--- src/rtl/cfgbus_pkg.sv ---
package cfgbus_pkg;

  localparam logic [7:0] ADDR_REG_DEFAULT = 8'h58;

  typedef enum logic [2:0] {
    PH_IDLE,
    PH_DEV,
    PH_REG,
    PH_WDAT,
    PH_RDAT,
    PH_HOLD
  } phase_e;

  function automatic logic [7:0] reg_default(int idx);
    if (idx == 0)      return ADDR_REG_DEFAULT;
    else if (idx == 1) return 8'h00;
    else               return 8'hA0 + 8'(idx);
  endfunction

endpackage

--- src/rtl/cfgbus_sync.sv ---
module cfgbus_sync #(
  parameter int          W       = 3,
  parameter logic [W-1:0] RST_VAL = '0
) (
  input  logic         clk,
  input  logic         rst_n,
  input  logic [W-1:0] d_i,
  output logic [W-1:0] q_o
);
  logic [W-1:0] stage1;
  logic [W-1:0] stage2;

  always_ff @(posedge clk or negedge rst_n) begin
    if (!rst_n) begin
      stage1 <= RST_VAL;
      stage2 <= RST_VAL;
    end else begin
      stage1 <= d_i;
      stage2 <= stage1;
    end
  end

  assign q_o = stage2;
endmodule

--- src/rtl/cfgbus_busfree.sv ---
module cfgbus_busfree #(
  parameter int FREE_CYC = 64
) (
  input  logic clk,
  input  logic rst_n,
  input  logic scl_s,
  input  logic sda_s,
  output logic timeout_o
);
  localparam int             CW  = $clog2(FREE_CYC + 1);
  localparam logic [CW-1:0]  LIM = CW'(FREE_CYC);

  logic [CW-1:0] cnt;

  always_ff @(posedge clk or negedge rst_n) begin
    if (!rst_n)                 cnt <= '0;
    else if (!(scl_s && sda_s)) cnt <= '0;
    else if (cnt != LIM)        cnt <= cnt + 1'b1;
  end

  assign timeout_o = (cnt == LIM);

  // Timeout may only follow a cycle in which both lines were high
  AST_TIMEOUT_NEEDS_HIGH: assert property (@(posedge clk) disable iff (!rst_n)
    timeout_o |-> $past(scl_s && sda_s));
endmodule

--- src/rtl/cfgbus_regfile.sv ---
module cfgbus_regfile
  import cfgbus_pkg::*;
#(
  parameter int NUM_REGS = 8
) (
  input  logic                  clk,
  input  logic                  rst_n,
  input  logic                  wr_en,
  input  logic [7:0]            wr_addr,
  input  logic [7:0]            wr_data,
  input  logic [7:0]            rd_addr,
  output logic [7:0]            rd_data,
  output logic [6:0]            dev_addr,
  output logic [NUM_REGS*8-1:0] regs_o
);
  logic soft_rst;
  assign soft_rst = wr_en && (wr_addr == 8'd1) && wr_data[0];

  for (genvar g = 0; g < NUM_REGS; g++) begin : g_reg
    localparam logic [7:0] DEF = reg_default(g);
    logic [7:0] q;
    always_ff @(posedge clk or negedge rst_n) begin
      if (!rst_n)                              q <= DEF;
      else if (g != 0 && soft_rst)             q <= DEF;
      else if (wr_en && wr_addr == 8'(g))      q <= (g <= 1) ? {wr_data[7:1], 1'b0} : wr_data;
    end
    assign regs_o[g*8 +: 8] = q;
  end

  always_comb begin
    rd_data = 8'h00;
    for (int i = 0; i < NUM_REGS; i++)
      if (rd_addr == 8'(i)) rd_data = regs_o[i*8 +: 8];
  end

  assign dev_addr = regs_o[7:1];

  AST_SOFT_RST_KEEPS_ADDR: assert property (@(posedge clk) disable iff (!rst_n)
    soft_rst |=> $stable(regs_o[7:0]));
  AST_SOFT_RST_CLEARS_CTRL: assert property (@(posedge clk) disable iff (!rst_n)
    soft_rst |=> (regs_o[15:8] == 8'h00));
  AST_ADDR_BIT0_LOW: assert property (@(posedge clk) disable iff (!rst_n)
    (wr_en && wr_addr == 8'd0) |=> !regs_o[0]);
endmodule

--- src/rtl/cfgbus_engine.sv ---
module cfgbus_engine
  import cfgbus_pkg::*;
(
  input  logic       clk,
  input  logic       rst_n,
  input  logic       cs_s,
  input  logic       scl_s,
  input  logic       sda_s,
  input  logic       timeout,
  input  logic [6:0] dev_addr,
  input  logic [7:0] rd_data,
  output logic [7:0] rd_addr,
  output logic       wr_en,
  output logic [7:0] wr_addr,
  output logic [7:0] wr_data,
  output logic       sda_oe_o
);
  phase_e     phase;
  logic [3:0] bitcnt;
  logic [7:0] shreg;
  logic [7:0] txbyte;
  logic [7:0] ptr;
  logic       rw_bit;
  logic       host_nack;
  logic       scl_q;
  logic       sda_q;
  logic       oe_q;

  logic scl_rise, scl_fall, start_ev, stop_ev, in_xfer;
  logic [2:0] tx_idx;

  assign scl_rise = scl_s && !scl_q;
  assign scl_fall = !scl_s && scl_q;
  assign start_ev = scl_s && scl_q && sda_q && !sda_s;
  assign stop_ev  = scl_s && scl_q && !sda_q && sda_s;
  assign in_xfer  = phase inside {PH_DEV, PH_REG, PH_WDAT, PH_RDAT};
  assign tx_idx   = 3'd7 - bitcnt[2:0];

  always_ff @(posedge clk or negedge rst_n) begin
    if (!rst_n) begin
      phase     <= PH_IDLE;
      bitcnt    <= '0;
      shreg     <= '0;
      txbyte    <= '0;
      ptr       <= '0;
      rw_bit    <= 1'b0;
      host_nack <= 1'b1;
      scl_q     <= 1'b1;
      sda_q     <= 1'b1;
      oe_q      <= 1'b0;
      wr_en     <= 1'b0;
      wr_addr   <= '0;
      wr_data   <= '0;
    end else begin
      scl_q <= scl_s;
      sda_q <= sda_s;
      wr_en <= 1'b0;
      if (!cs_s) begin
        phase  <= PH_IDLE;
        bitcnt <= '0;
        oe_q   <= 1'b0;
      end else if (start_ev) begin
        phase  <= PH_DEV;
        bitcnt <= '0;
        oe_q   <= 1'b0;
      end else if (stop_ev || timeout) begin
        phase <= PH_IDLE;
        oe_q  <= 1'b0;
      end else if (in_xfer) begin
        if (scl_rise) begin
          if (bitcnt < 4'd8) shreg <= {shreg[6:0], sda_s};
          else               host_nack <= sda_s;
          bitcnt <= bitcnt + 1'b1;
        end else if (scl_fall) begin
          if (bitcnt == 4'd8) begin
            case (phase)
              PH_DEV: begin
                if (shreg[7:1] == dev_addr) begin
                  oe_q   <= 1'b1;
                  rw_bit <= shreg[0];
                end else begin
                  phase <= PH_HOLD;
                end
              end
              PH_REG: begin
                ptr  <= shreg;
                oe_q <= 1'b1;
              end
              PH_WDAT: begin
                wr_en   <= 1'b1;
                wr_addr <= ptr;
                wr_data <= shreg;
                ptr     <= ptr + 1'b1;
                oe_q    <= 1'b1;
              end
              default: oe_q <= 1'b0;
            endcase
          end else if (bitcnt == 4'd9) begin
            bitcnt <= '0;
            oe_q   <= 1'b0;
            case (phase)
              PH_DEV: begin
                if (rw_bit) begin
                  phase  <= PH_RDAT;
                  txbyte <= rd_data;
                  ptr    <= ptr + 1'b1;
                  oe_q   <= !rd_data[7];
                end else begin
                  phase <= PH_REG;
                end
              end
              PH_REG: phase <= PH_WDAT;
              PH_RDAT: begin
                if (host_nack) begin
                  phase <= PH_HOLD;
                end else begin
                  txbyte <= rd_data;
                  ptr    <= ptr + 1'b1;
                  oe_q   <= !rd_data[7];
                end
              end
              default: ;
            endcase
          end else if (phase == PH_RDAT && bitcnt != 4'd0) begin
            oe_q <= !txbyte[tx_idx];
          end
        end
      end
    end
  end

  assign rd_addr  = ptr;
  assign sda_oe_o = oe_q;

  AST_CS_LOW_RELEASE: assert property (@(posedge clk) disable iff (!rst_n)
    !cs_s |=> !sda_oe_o);
  AST_HOLD_OFF_BUS: assert property (@(posedge clk) disable iff (!rst_n)
    (phase == PH_HOLD) |-> !sda_oe_o);
  AST_DRIVE_ONLY_SCL_LOW: assert property (@(posedge clk) disable iff (!rst_n)
    (cs_s && $past(cs_s) && !$stable(sda_oe_o)) |-> !scl_s);
  AST_BITCNT_BOUND: assert property (@(posedge clk) disable iff (!rst_n)
    bitcnt <= 4'd9);
endmodule

--- src/rtl/cfgbus_slave.sv ---
module cfgbus_slave
  import cfgbus_pkg::*;
#(
  parameter int NUM_REGS     = 8,
  parameter int BUS_FREE_CYC = 64
) (
  input  logic                  clk,
  input  logic                  rst_n,
  input  logic                  cs_i,
  input  logic                  scl_i,
  input  logic                  sda_i,
  output logic                  sda_oe_o,
  output logic [NUM_REGS*8-1:0] regs_o
);
  logic [2:0] pins_s;
  logic       timeout;
  logic [6:0] dev_addr;
  logic [7:0] rd_data, rd_addr, wr_addr, wr_data;
  logic       wr_en;

  cfgbus_sync #(.W(3), .RST_VAL(3'b011)) u_sync (
    .clk   (clk),
    .rst_n (rst_n),
    .d_i   ({cs_i, scl_i, sda_i}),
    .q_o   (pins_s)
  );

  cfgbus_busfree #(.FREE_CYC(BUS_FREE_CYC)) u_busfree (
    .clk       (clk),
    .rst_n     (rst_n),
    .scl_s     (pins_s[1]),
    .sda_s     (pins_s[0]),
    .timeout_o (timeout)
  );

  cfgbus_engine u_engine (
    .clk      (clk),
    .rst_n    (rst_n),
    .cs_s     (pins_s[2]),
    .scl_s    (pins_s[1]),
    .sda_s    (pins_s[0]),
    .timeout  (timeout),
    .dev_addr (dev_addr),
    .rd_data  (rd_data),
    .rd_addr  (rd_addr),
    .wr_en    (wr_en),
    .wr_addr  (wr_addr),
    .wr_data  (wr_data),
    .sda_oe_o (sda_oe_o)
  );

  cfgbus_regfile #(.NUM_REGS(NUM_REGS)) u_regfile (
    .clk      (clk),
    .rst_n    (rst_n),
    .wr_en    (wr_en),
    .wr_addr  (wr_addr),
    .wr_data  (wr_data),
    .rd_addr  (rd_addr),
    .rd_data  (rd_data),
    .dev_addr (dev_addr),
    .regs_o   (regs_o)
  );
endmodule

--- config.mk ---
export PLATFORM = sky130hd
export DESIGN_NAME = cfgbus_slave
export DESIGN_NICKNAME = d
export VERILOG_FILES = /design/src/rtl/cfgbus_pkg.sv /design/src/rtl/cfgbus_sync.sv /design/src/rtl/cfgbus_busfree.sv /design/src/rtl/cfgbus_regfile.sv /design/src/rtl/cfgbus_engine.sv /design/src/rtl/cfgbus_slave.sv
export SDC_FILE = /design/constraint.sdc
export NUM_CORES = 1
export LEC_CHECK = 0
export BUFFER_PORTS_ARGS = -buffer_cell sky130_fd_sc_hd__buf_2
export CORE_MARGIN = 3
export CORE_UTILIZATION = 55
export CTS_CLUSTER_SIZE = 24
export DETAILED_ROUTE_END_ITERATION = 8
export GPL_TIMING_DRIVEN = 0
export PLACE_DENSITY = 0.75
export REMOVE_ABC_BUFFERS = 1
export SYNTH_ARGS = -nofsm -noshare
export SYNTH_HDL_FRONTEND = slang
export SYNTH_SLANG_ARGS = --single-unit
--- constraint.sdc ---
create_clock -name clk -period 3.1 [get_ports clk]
set_clock_uncertainty 0.15 [all_clocks]
set_input_delay 0.93 -clock clk [delete_from_list [all_inputs] [get_ports clk]]
set_output_delay 0.93 -clock clk [all_outputs]
set_load 0.01 [all_outputs]
* Word-level counts from Yosys, hierarchy flattened
Index checks and enable logic that the tools add are counted.
** Cells by class
- Add/subtract/negate cells :: 4
- $lt $le $gt $ge :: 2
- Equality and inequality tests :: 44
- Multiplexer cells :: 78
- Bitwise logic cells :: 5
- Reductions and logical operators :: 49
** Operators by type and width (count)
- 8-bit two-way mux :: 28
- 8-bit by 3-bit equality test with 1-bit output (second input constant) :: 8
- 8-bit case mux with 2 select lines :: 3
- 3-bit two-way mux :: 12
- 8-bit by 2-bit equality test with 1-bit output (second input constant) :: 4
- 4-bit two-way mux :: 8
- 11-bit AND reduction :: 2
- 1-bit two-way mux :: 21
- 1-bit logical AND :: 18
- 2-bit nonzero test :: 9
- 8-bit by 1-bit equality test with 1-bit output (second input constant) :: 2
- 8-bit logical NOT :: 2
- 4-bit by 1-bit inequality test with 1-bit output (second input constant) :: 4
- 8-bit AND reduction :: 2
- 7-bit two-way mux :: 2
- 6-bit by 1-bit inequality test with 1-bit output (second input constant) :: 2
- 6-bit AND reduction :: 2
- 5-bit AND reduction :: 2
- 3-bit case mux with 3 select lines :: 1
- 9-bit AND reduction :: 1
- 8-bit by 1-bit adder with 8-bit output (second input constant) :: 1
- 4-bit equality test (second input constant) :: 2
- 4-bit nonzero test :: 2
- 7-bit by 1-bit adder with 7-bit output (second input constant) :: 1
- other kinds (29) :: 43
** Storage, ports and cells
- Register bits after elaboration :: 129
- Input port bits :: 5
- Output and inout bits :: 65
- Word-level logic and storage cells :: 206

* Logic depth before layout (Yosys ltp)
Gate-level depths: netlist (run 1).
- Depth in word-level cells :: 20
- Mapped depth :: 9
- Gate-level depth less buffers :: 7

* Hierarchy
From an unflattened synthesis (run 1), not the netlist that was laid out.
** Second synthesis, totals
- Cell total of the unflattened synthesis :: 656
- Area, all modules :: 6839.1 sq um
** By module, submodules not included
- cfgbus_regfile :: times used 1, cells an instance 356, area each 3425.8 sq um, seq. area each 1584.0 sq um
- cfgbus_engine :: times used 1, cells an instance 254, area each 2870.3 sq um, seq. area each 1330.0 sq um
- cfgbus_busfree :: times used 1, cells an instance 40, area each 387.9 sq um, seq. area each 175.2 sq um
- cfgbus_sync :: times used 1, cells an instance 6, area each 155.1 sq um, seq. area each 155.1 sq um

* Worst setup path after synthesis (run 1)
OpenSTA, ideal clock, no wires.
- Path kind :: register to register
- Start :: register u_busfree.cnt[0]
- End :: register u_engine.txbyte[0]
- Arrival time :: 2056 ps
- Data required time :: 2825 ps
- Setup slack :: 770 ps
- Stages on the path, launching flop included :: 9
- Buffers on the path :: 1
- Clock period less this slack :: 2330 ps
- Path through :: dfrtp_1 inv_1 ha_1 nor4bb_1 nand2_1 nand3_2 nand4bb_1 buf_2 mux2_2
** On the way
- Longest elaborated chain between the ends :: 4
** RTL lines
- start: declaration :: RTL line cfgbus_busfree.sv:13 : logic [CW-1:0] cnt;
- start signal: assignment :: RTL line cfgbus_busfree.sv:18 : else if (cnt != LIM) cnt <= cnt + 1'b1;
- 7-bit equality test :: RTL line cfgbus_busfree.sv:21 : assign timeout_o = (cnt == LIM);
- 1-bit logical OR :: RTL line cfgbus_engine.sv:66 : end else if (stop_ev || timeout) begin
- 1-bit inverter (no source line)
- 11-bit AND reduction (no source line)
- end signal: assignment :: RTL line cfgbus_engine.sv:105 : txbyte <= rd_data;
- end signal: assignment :: RTL line cfgbus_engine.sv:117 : txbyte <= rd_data;
- end: declaration :: RTL line cfgbus_engine.sv:21 : logic [7:0] txbyte;
No other way between the ends.
A chain may end at the register's enable or synchronous reset.

* Worst setup path in the final report (run 1)
- Start :: register u_engine.ptr[4] (netlist: u_engine.rd_addr[4])
- End :: register u_engine.txbyte[5]
** On the way
- Longest elaborated chain between the ends :: 11
** RTL lines
- start: declaration :: RTL line cfgbus_engine.sv:22 : logic [7:0] ptr;
- start signal: assignment :: RTL line cfgbus_engine.sv:86 : ptr <= shreg;
- start signal: assignment :: RTL line cfgbus_engine.sv:93 : ptr <= ptr + 1'b1;
- start signal: assignment :: RTL line cfgbus_engine.sv:106 : ptr <= ptr + 1'b1;
- 8-bit logical NOT :: RTL line cfgbus_regfile.sv:33 : if (rd_addr == 8'(i)) rd_data = regs_o[i*8 +: 8];
- 8-bit two-way mux (7 in series) :: RTL line cfgbus_regfile.sv:33
- 8-bit two-way mux (*) :: RTL line cfgbus_regfile.sv:33
- 8-bit two-way mux, on equally long branches :: RTL line cfgbus_engine.sv:114, cfgbus_engine.sv:103
- 8-bit case mux with 2 select lines (*) :: RTL line cfgbus_engine.sv:101 : case (phase)
Every way passes the cells marked *; elsewhere a longest branch is shown, timed or not. The select of a mux whose other input is x is not followed.

==> out/summary.txt, run 1 <==
Run status - finished clean
Drt drc - 0
Effective utilization at floorplan - 0.5761
Pin count of the biggest net entering global routing - 98
Pwr dens - 499.2 nW/µm²
Total I/O pin count - 70
Asr flop ratio synth - 1.000
Post-layout nets - 700
Type of destination of the critical path - flop
Remaining max-slew budget at the tightest pin - 0.2785
Worst setup path category - reg2reg
Area Growth Syn to Fin - 14.47%
Antenna Nets Post-Route - 0
Mean instance size in the synthesized netlist - 10.52 µm²
Upper clock frequency limit - 333.5 MHz
Clk slew on worst S/H paths - 0.06 ns
TritonCTS clock tree - built
Area after DPL - 7072 µm²
Die height - 116.8 µm
Post-synth EDFFs - 0
Number of hold-slack violations in the final timing report - 0
Die area - 13630 µm²
Count of vias placed by the detailed router - 5286
Grt ovf - 0
Layout cell share with drive strength beyond 1 - 0.2816
Post-route design area - 7722 µm²
Post-CTS setup buffer count - 0
Clock Tree Root - clkbuf_16
Syn Inst Count - 641
Number of inserted diodes - 0
Required time at the worst-slack endpoint - 3.31 ns
Tcrit/Tclk final - 0.9672
RD Place Congestion - 0.8459
Clock latency on the worst-skew pair - 0.42 ns
Cell variety after synth - 71
First-pass iteration count of the detailed router - 6
Hold slack - 0.2018 ns
Global-route usage over all layers - 0.2682
Post-Synthesis Cell Area - 6746 µm²
Sequential element share of the synthesized area - 0.4809
Class of the most critical hold timing path - reg2reg
Wire length of the first global-routing pass - 27.87 mm
Core region area - 11710 µm²
First-iteration detailed-routing DRC count - 473
Count of synthesis-stage warnings from yosys - 0
Slew at the pin closest to its max-slew limit - 1.074 ns
Fin crit period - 2.998 ns
Via density per instance - 6.300
DPL Wire Length - 11.80 mm
Routed length per placed instance - 20.95 µm
Crit path launch type - flop
Number of antenna violations at the first check in global routing - 0
Slew Limit Fails - 0
Wire length reported by the detailed router - 17.58 mm
Hold bufs inserted after CTS - 0
Leakage power summed over all cells - 3.846 nW
CTS Sinks - 128
Vias in the first global route - 5362
Peak supply drop - 0.0003476 V
Synth Register Bits - 128
Unrepaired setup endpoints after global routing - no
Arrival time of the worst setup path - 3.21 ns
Number of buffers on the longest clock path - 2
Clock buffer count from CTS - 17
H-tree level count - 4
Leading register cell type out of synthesis - dfrtp_1
Row count - 39
Maximum Capacitance Violations - 0
Die extent in x - 116.8 µm
Number of input and output port buffers inserted - 67
Largest fanout on the critical path - 7
Setup-failing EPs final - 0
logic make-up (layout without fill, tap and decap cells):
kind of cell    count (synthesis)  in the layout  synth area share
compound gates                115            115            0.1220
xor+xnor                       13             13           0.01688
fa+ha+maj                      12             12           0.02225
buf+inv                        77            131           0.05081
flops                         128            128            0.4809
mux                            86             86            0.1389
other cells                     1              2         0.0005558
simple gates                  209            209            0.1677
registers in the layout, indices dropped and copies added (netlist names), 4 cells and up:
register	count
u_busfree.cnt	7
u_engine.bitcnt	4
u_engine.rd_addr	8
u_engine.shreg	8
u_engine.txbyte	8
u_engine.wr_addr	8
u_engine.wr_data	8
u_regfile.g.q	62
per-layer routing:
layer,wire [µm],track usage,up-vias
li1,-,-,2376
met1,7442,0.3524,2658
met2,8573,0.4308,204
met3,1080,0.06632,48
met4,478,0.1040,0
met5,0,0,-
worst max-delay path, stage by stage, from the launching register on:
cell and delay [ns]:
dfrtp_1 0.44, or4_1 0.63, nor3_1 0.74, o211ai_1 0.26
a222oi_1 0.47, mux2_2 0.25
through the flow:
stage,TNS [ns],total power (W),utilization,instances,worst slack [ns]
floorplan,0,0.001747,-,596,0.5394
global placement,-62.65,0.001789,0.6010,806,-0.6363
detailed placement,-5.199,0.001797,0.6038,807,-0.2630
CTS,0,0.003863,0.6578,839,0.04607
global route,0,0.003944,0.6594,839,0.01262
finish,0,0.003855,0.6594,839,0.1016
where the power goes:
part,total (W),internal (W),switching (W),leakage [nW]
sequential,0.00170,0.00169,0.0000114,1.66
clock,0.00209,0.00132,0.000766,0.307
combinational,0.0000715,0.0000185,0.0000530,1.88
cell usage after synthesis, types with 4 or more instances:
| cell | n | share of area |
|---|---|---|
| nand3b_1 | 19 | 0.021 |
| ha_1 | 12 | 0.022 |
| nand4_1 | 4 | 0.0037 |
| a222oi_1 | 6 | 0.0089 |
| o31ai_1 | 6 | 0.0067 |
| nand2b_1 | 13 | 0.012 |
| o32ai_1 | 6 | 0.0078 |
| o221ai_1 | 7 | 0.0091 |
| dfrtp_1 | 95 | 0.35 |
| nand3_1 | 15 | 0.011 |
| mux2i_1 | 43 | 0.064 |
| and2_1 | 4 | 0.0037 |
| inv_1 | 31 | 0.017 |
| clkbuf_1 | 21 | 0.012 |
| a211oi_1 | 6 | 0.0067 |
| nor4_1 | 4 | 0.0037 |
| a21oi_1 | 16 | 0.012 |
| buf_2 | 16 | 0.012 |
| mux2_2 | 41 | 0.068 |
| dfstp_2 | 33 | 0.13 |
| o211ai_1 | 9 | 0.010 |
| nor2_1 | 50 | 0.028 |
| and3_1 | 8 | 0.0074 |
| or3_1 | 5 | 0.0046 |
| nand2_1 | 59 | 0.033 |
| o21ai_0 | 25 | 0.019 |
| nor3_1 | 7 | 0.0052 |
| xor2_1 | 10 | 0.013 |
placed cells by master (no fill, tap or decap), types with 5 or more instances in the layout:
cell type / netlist / final
dfrtp_1: 95 / 95
buf_2: 16 / 66
nand2_1: 59 / 58
nor2_1: 50 / 50
mux2i_1: 43 / 43
mux2_2: 41 / 41
dfstp_2: 33 / 33
inv_1: 31 / 31
o21ai_0: 25 / 25
clkbuf_16: 0 / 21
nand3b_1: 19 / 19
a21oi_1: 16 / 16
nand3_1: 15 / 15
nand2b_1: 13 / 13
ha_1: 12 / 11
xor2_1: 10 / 10
o211ai_1: 9 / 9
and3_1: 8 / 8
nor3_1: 7 / 7
o221ai_1: 7 / 7
o31ai_1: 6 / 6
a211oi_1: 6 / 6
o32ai_1: 6 / 6
a222oi_1: 6 / 6
or3_1: 5 / 5
worst paths after layout:
path	from	end	slack (ns)	cells after the start
worst max register to register	u_engine.rd_addr[4]$_DFFE_PN0P_	u_engine.txbyte[5]$_DFFE_PN0P_	0.10	5
min in group asynchronous	rst_n	u_engine.wr_addr[6]$_DFFE_PN0P_	0.23	1
worst min-delay path	u_sync.stage1[2]$_DFF_PN0_	u_sync.q_o[2]$_DFF_PN0_	0.20	0
worst max-delay path	u_engine.rd_addr[4]$_DFFE_PN0P_	u_engine.txbyte[5]$_DFFE_PN0P_	0.10	5
max in group asynchronous	rst_n	u_regfile.g_reg[7].q[1]$_DFFE_PN1P_	1.78	2
worst min register to register	u_sync.stage1[2]$_DFF_PN0_	u_sync.q_o[2]$_DFF_PN0_	0.20	0
layout make-up:
type                    count  area (µm²)
clock inverters             9       88.84
repair buffers             68       369.1
inverters                  31       116.4
multi-input cells         437        3182
well taps                 143       178.9
clock buffers              23       543.0
flip-flops and latches    128        3244
fillers                   898        3989
what timing repair did:
action	4_1_cts	5_1_grt
pin swaps	0	1
resized for setup	1	5
endpoints found under the hold margin	0	0
setup endpoints to repair	24	46
Note: power is estimated with default switching activity, not from simulation.
==> run 2, diff against run 1 <==
Settings changed: CORE_UTILIZATION 55 to 54, MAX_ROUTING_LAYER from default to met4, PLACE_DENSITY 0.75 to 0.77.
Clock period 3.1 ns to 2.4 ns, I/O delays scaled along.
==> run 2 against run 1 <==
Cell area increased by 7.2%; first-iteration DRC count increased by 12%; the run now ends with negative setup slack left; sequential share of layout area down 2.7 points; cell count rose by 7.3%; sequential power up 29%; clock power rose by 19%; largest power group unchanged; maximum frequency rose by 23%.
==> out/summary.txt, run 2 (synthesized netlist as in run 1, its figures left out) <==
Hold bufs inserted after CTS - 0 (unchanged)
Core region area - 12110 µm² (+3.4%)
Wire length of the first global-routing pass - 29.26 mm (+5.0%)
Number of buffers on the longest clock path - 2 (unchanged)
CTS Sinks - 128 (unchanged)
Largest fanout on the critical path - 7 (unchanged)
Violated checks - negative setup slack
Slew Limit Fails - 0 (unchanged)
Run status - finished, violations left
Register with the most flip-flops - u_regfile.g.q
Area Growth Syn to Fin - 22.72%
Effective utilization at floorplan - 0.5570 (-0.01904)
H-tree level count - 4 (unchanged)
GR Layer Usage met1 - 0.3350 (-0.01741)
Die area - 13870 µm² (+1.8%)
Core Util, Final - 0.6836 (+0.02417)
Via density per instance - 6.232 (-1.1%)
Die extent in x - 117.8 µm (+0.87%)
Number of input and output port buffers inserted - 67 (unchanged)
Tcrit/Tclk final - 1.018 (+0.05077)
Met2 usage - 0.4240 (-0.006790)
Class of the most critical hold timing path - in2async
Required time at the worst-slack endpoint - 2.60 ns (-0.71 ns)
Layer carrying the most global-route usage - met2
Pre-CTS WS - -0.8925 ns (-0.6295 ns)
Flip-flop count of the largest register, all copies and words added - 62 (unchanged)
Worst setup path category - reg2reg
Setup-failing EPs final - 2 (+2)
Total I/O pin count - 70 (unchanged)
Reg-to-reg slack, setup - -0.04 ns (-0.14 ns)
Upper clock frequency limit - 409.3 MHz (+23%)
Wire length reported by the detailed router - 18.97 mm (+7.9%)
Remaining max-slew budget at the tightest pin - 0.6094 (+0.3309)
First-iteration detailed-routing DRC count - 532 (+12%)
Slew at the pin closest to its max-slew limit - 0.5860 ns (-0.4882 ns)
Number of antenna violations at the first check in global routing - 0 (unchanged)
Global-route usage over all layers - 0.2730 (+0.004819)
TritonCTS clock tree - built
Clock latency on the worst-skew pair - 0.42 ns (about the same)
RD Place Congestion - 0.9149 (+8.2%)
Layout cell share with drive strength beyond 1 - 0.3566 (+0.07495)
Commonest cells after routing, fill and taps aside - dfrtp_1 (88), buf_2 (67), nand2_1 (56)
Pin count of the biggest net entering global routing - 83 (-15%)
Routed length per placed instance - 21.08 µm (+0.62%)
Antenna Nets Post-Route - 0 (unchanged)
Clk slew on worst S/H paths - 0.05 ns (about the same)
Crit path launch type - flop
Unrepaired setup endpoints after global routing - yes
Die height - 117.8 µm (+0.87%)
Grt ovf - 0 (unchanged)
Number of inserted diodes - 0 (unchanged)
Maximum Capacitance Violations - 0 (unchanged)
Clock Tree Root - clkbuf_16
Arrival time of the worst setup path - 2.65 ns (-0.56 ns)
First-pass iteration count of the detailed router - 6 (unchanged)
Leakage power summed over all cells - 4.050 nW (+5.3%)
Pwr dens - 577.3 nW/µm² (+16%)
Row count - 40 (+2.6%)
PnR worst setup slack - -0.04319 ns (-0.1448 ns)
Most frequent standard cell in the layout excluding fill and tap cells - dfrtp_1
Vias in the first global route - 5555 (+3.6%)
Fin crit period - 2.443 ns (-0.5552 ns)
DPL Wire Length - 11.81 mm (about the same)
Count of vias placed by the detailed router - 5609 (+6.1%)
Post-layout nets - 736 (+5.1%)
Clock buffer count from CTS - 17 (unchanged)
Type of destination of the critical path - flop
Number of hold-slack violations in the final timing report - 0 (unchanged)
Peak supply drop - 0.0004686 V (+35%)
Drt drc - 0 (unchanged)
Met3 Track Usage GR - 0.05718 (-0.009137)
==> run 2: cell types whose count changed in the layout (fill, tap and decap cells not counted), sizes merged <==
cell / previous run / this run
inv: 34 / 30
clkinv: 3 / 4
buf: 68 / 103
bufinv: 1 / 0
clkbuf: 23 / 28
==> run 2: stage by stage <==
step,total power (W),instances,setup TNS (ns),hold WS (ns),area [µm²]
2_1_floorplan,0.002257,596,-4.219,0.1812,6524
3_3_place_gp,0.002311,831,-158.85,0.1838,7069
3_5_place_dp,0.002322,832,-46.00,0.1904,7103
4_1_cts,0.004800,878,-0.04870,0.08341,7975
5_1_grt,0.004919,900,-0.3653,0.09724,8279
6_report,0.004779,900,-0.05130,0.07102,8279
==> run 2: layer usage <==
| layer | up-vias | share of wire |
|---|---|---|
| li1 | 2439 | - |
| met1 | 2781 | 0.40 |
| met2 | 321 | 0.48 |
| met3 | 68 | 0.074 |
| met4 | 0 | 0.041 |
| met5 | - | 0 |
==> run 2: timing repair <==
action,4_1_cts,5_1_grt
setup endpoints to repair,95,36
setup buffers,13,22
cloned,1,0
gates resized for setup,40,22
pin swaps,9,16
==> run 2: layout make-up <==
type	instances	area [µm²]
clock inverters	4	20.02
clock buffers	28	559.3
fillers	879	3832
well taps	168	210.2
flip-flops and latches	128	3253
repair buffers	103	706.9
multi-input cells	437	3402
inverters	31	120.1
repair inverters	1	7.507
==> run 2: path summary, 6_finish.rpt <==
path / start / to / cells after the start
worst max-delay path: u_engine.rd_addr[4]$_DFFE_PN0P_ / u_engine.txbyte[5]$_DFFE_PN0P_ / 5
worst min-delay path: rst_n / u_busfree.cnt[2]$_DFFE_PN0P_ / 1
worst max register to register: u_engine.rd_addr[4]$_DFFE_PN0P_ / u_engine.txbyte[5]$_DFFE_PN0P_ / 5
worst min register to register: u_sync.stage1[1]$_DFF_PN1_ / u_sync.q_o[1]$_DFF_PN1_ / 0
max in group asynchronous: rst_n / u_regfile.g_reg[6].q[7]$_DFFE_PN1P_ / 2
min in group clk: u_sync.stage1[1]$_DFF_PN1_ / u_sync.q_o[1]$_DFF_PN1_ / 0
==> run 2: report_power, final <==
group	internal, W	switching [W]	total [W]
logic	0.0000266	0.0000696	0.0000962
clock network	0.00158	0.000914	0.00249
registers	0.00218	0.0000147	0.00219
==> run 2: worst max-delay path, stage by stage, from the launching register on <==
cell	delay, ns
dfrtp_2	0.44
or4_4	0.60
nand2b_4	0.23
a21o_4	0.23
a222oi_1	0.47
mux2_4	0.26
==> run 3, diff against run 2 <==
Settings changed: PLACE_DENSITY 0.77 to 0.89, SYNTH_HIERARCHICAL from default to 1.
==> run 3 against run 2 <==
Maximum frequency fell by 3.1%; highest routed layer unchanged; the run still ends with negative setup slack left; setup slack worse by 0.079 ns; power is 12% higher; largest power group unchanged.
==> out/summary.txt, run 3 <==
Type of destination of the critical path - flop
Clock latency on the worst-skew pair - 0.42 ns (about the same)
Post-Route Setup TNS - -0.8944 ns (-0.8431 ns)
First-pass iteration count of the detailed router - 7 (+1)
Via density per instance - 6.722 (+7.9%)
Leading register cell type out of synthesis - dfrtp_1
H-tree level count - 4 (unchanged)
Critical Path Slowest Stage Cell - dfrtp_1
Dpl cells - 845 (+1.6%)
Synth Register Bits - 128 (unchanged)
Pwr dens - 636.8 nW/µm² (+10%)
Upper clock frequency limit - 396.5 MHz (-3.1%)
Number of buffers on the longest clock path - 2 (unchanged)
Clk slew on worst S/H paths - 0.06 ns (about the same)
Crit path launch type - flop
Row count - 40 (unchanged)
Grt ovf - 0 (unchanged)
Arrival time of the worst setup path - 2.67 ns (+0.02 ns)
Area after DPL - 7187 µm² (+1.2%)
Post-route design area - 8408 µm² (+1.6%)
Clock buffer count from CTS - 17 (unchanged)
Worst setup path category - reg2reg
Number of hold-slack violations in the final timing report - 0 (unchanged)
Core Util, Final - 0.6885 (+0.004951)
Class of the most critical hold timing path - in2async
RD Place Congestion - 0.9645 (+5.4%)
Pin count of the biggest net entering global routing - 74 (-11%)
Layout cell share with drive strength beyond 1 - 0.3549 (-0.001632)
Maximum Capacitance Violations - 0 (unchanged)
Violated checks - negative setup slack
DPL Wire Length - 12.23 mm (+3.5%)
Antenna Nets Post-Route - 0 (unchanged)
Most common cell in the synthesized netlist - dfrtp_1
Required time at the worst-slack endpoint - 2.55 ns (-0.05 ns)
Cell types occupying the most area after synthesis - dfrtp_1 (35%), dfstp_2 (13%), mux2_2 (6.4%)
Crit path buf inv count - 3 (+3)
Hold bufs inserted after CTS - 0 (unchanged)
Routed length per placed instance - 22.71 µm (+7.7%)
Die height - 118.5 µm (+0.65%)
Asr flop ratio synth - 1.000 (unchanged)
Synth area leader - dfrtp_1
Most used cell along the critical path - and2_4
Effective utilization at floorplan - 0.5600 (+0.003016)
Area Growth Syn to Fin - 22.94%
Tcrit/Tclk final - 1.051 (+0.03279)
Wire length of the first global-routing pass - 30.33 mm (+3.6%)
Slew at the pin closest to its max-slew limit - 0.6753 ns (+0.08936 ns)
Setup-failing EPs final - 11 (+9)
Total I/O pin count - 70 (unchanged)
Run status - finished, violations left
Peak supply drop - 0.0006004 V (+28%)
Largest fanout on the critical path - 8 (+1)
Area fraction of the dominant cell type after synthesis - 0.3476 (-0.004771)
Post-synth EDFFs - 0 (unchanged)
Vias in the first global route - 5693 (+2.5%)
Slew Limit Fails - 0 (unchanged)
Global-route usage over all layers - 0.2810 (+0.007948)
Register with the most flip-flops - u_regfile/g.q
Wire length reported by the detailed router - 20.64 mm (+8.8%)
Die area - 14050 µm² (+1.3%)
TritonCTS clock tree - built
Cell variety after synth - 76 (+7.0%)
PnR worst setup slack - -0.1219 ns (-0.07870 ns)
Pre-CTS WS - -0.7768 ns (+0.1157 ns)
Mean instance size in the synthesized netlist - 10.43 µm² (-0.95%)
Post-Synthesis Cell Area - 6839 µm² (+1.4%)
Die extent in x - 118.5 µm (+0.65%)
Number of antenna violations at the first check in global routing - 0 (unchanged)
Number of input and output port buffers inserted - 67 (unchanged)
Post-layout nets - 739 (+0.41%)
Longest individual stage delay on the worst path - 0.41 ns (-0.19 ns)
Cells along the critical path - inv_2 > ha_2 > and2_4 > and2_4 > buf_6 > a211oi_4 > nand4b_1 > nor2_4 > buf_12 > mux2_2
First-iteration detailed-routing DRC count - 923 (+73%)
CTS Sinks - 128 (unchanged)
Drt drc - 0 (unchanged)
Syn Inst Count - 656 (+2.3%)
Sequential element share of the synthesized area - 0.4744 (-0.006511)
Unrepaired setup endpoints after global routing - yes
Core region area - 12210 µm² (+0.83%)
Flip-flop count of the largest register, all copies and words added - 62 (unchanged)
Remaining max-slew budget at the tightest pin - 0.5498 (-0.05957)
Most instantiated cells after synthesis - dfrtp_1 (95), nand2_1 (54), a21oi_1 (43)
Number of cells in the finished layout apart from fillers - 909 (+1.0%)
Count of vias placed by the detailed router - 6110 (+8.9%)
Commonest cells after routing, fill and taps aside - dfrtp_1 (85), buf_2 (66), nand2_1 (54)
Leakage power summed over all cells - 3.709 nW (-8.4%)
Number of inserted diodes - 0 (unchanged)
Count of synthesis-stage warnings from yosys - 6 (+6)
Most frequent standard cell in the layout excluding fill and tap cells - dfrtp_1
Clock Tree Root - clkbuf_16
Crit-path leading delay family - simple AND/OR/NAND/NOR gates
Fin crit period - 2.522 ns (+0.07870 ns)
==> run 3: changes by cell type in the layout (fill, tap and decap cells not counted), moves of 12 or more <==
cell     delta
a21o_1     +12
a22o_1     +12
inv_1      -17
mux2i_1    -21
mux2_4     +19
a21oi_1    +27
==> run 3: cells by family after synthesis <==
logic type | after synthesis | synth area share
compound gates | 168 | 0.1703
xor+xnor | 10 | 0.01281
fa+ha+maj | 6 | 0.01098
buf+inv | 61 | 0.04226
flops | 128 | 0.4744
mux | 70 | 0.1187
other cells | 1 | 0.0005483
simple gates | 212 | 0.1700
==> run 3: cell type report <==
type / instances / area (µm²)
multi-input cells: 468 / 3515
flip-flops and latches: 128 / 3264
clock buffers: 18 / 439.2
well taps: 168 / 210.2
repair buffers: 100 / 670.6
clock inverters: 14 / 260.3
fillers: 806 / 3804
inverters: 13 / 48.80
==> run 3: routing by layer <==
metal / up-vias / global-route usage / wire length (µm)
met5: - / - / 0
met4: 0 / 0.1477 / 901
met3: 112 / 0.06890 / 1959
met2: 477 / 0.4231 / 9842
met1: 2980 / 0.3530 / 7938
li1: 2541 / - / -
==> run 3: metrics by stage <==
stage	power (W)	hold slack (ns)
4_1_cts	0.005361	0.1897
5_1_grt	0.005490	0.2031
2_1_floorplan	0.002252	0.1812
3_5_place_dp	0.002317	0.1895
3_3_place_gp	0.002305	0.1840
6_report	0.005354	0.1747
==> run 3: final timing paths <==
check                                                      endpoint  cells after the start  slack [ns]                    startpoint
worst min register to register              u_sync/q_o[2]$_DFF_PN0_                      0        0.20    u_sync/stage1[2]$_DFF_PN0_
min in group clk                            u_sync/q_o[2]$_DFF_PN0_                      0        0.20    u_sync/stage1[2]$_DFF_PN0_
worst min-delay path            u_regfile/g_reg[2].q[0]$_DFFE_PN0P_                      1        0.17                         rst_n
worst max register to register        u_engine/shreg[2]$_DFFE_PN0P_                     10       -0.12  u_busfree/cnt[0]$_DFFE_PN0P_
worst max-delay path                  u_engine/shreg[2]$_DFFE_PN0P_                     10       -0.12  u_busfree/cnt[0]$_DFFE_PN0P_
max in group asynchronous                u_sync/stage1[0]$_DFF_PN1_                      2        1.17                         rst_n
==> run 3: what timing repair did <==
item	4_1_cts	5_1_grt
pin swaps	5	5
resized for setup	27	33
setup endpoints to repair	96	78
setup buffers	9	23
==> run 3: power breakdown <==
| group | total, W | switching, W | leakage [nW] | internal, W |
|---|---|---|---|---|
| registers | 0.00219 | 0.0000160 | 1.64 | 0.00218 |
| logic | 0.000109 | 0.0000755 | 1.73 | 0.0000338 |
| clock network | 0.00305 | 0.000972 | 0.333 | 0.00208 |
| total | 0.00535 | 0.00106 | 3.71 | 0.00429 |
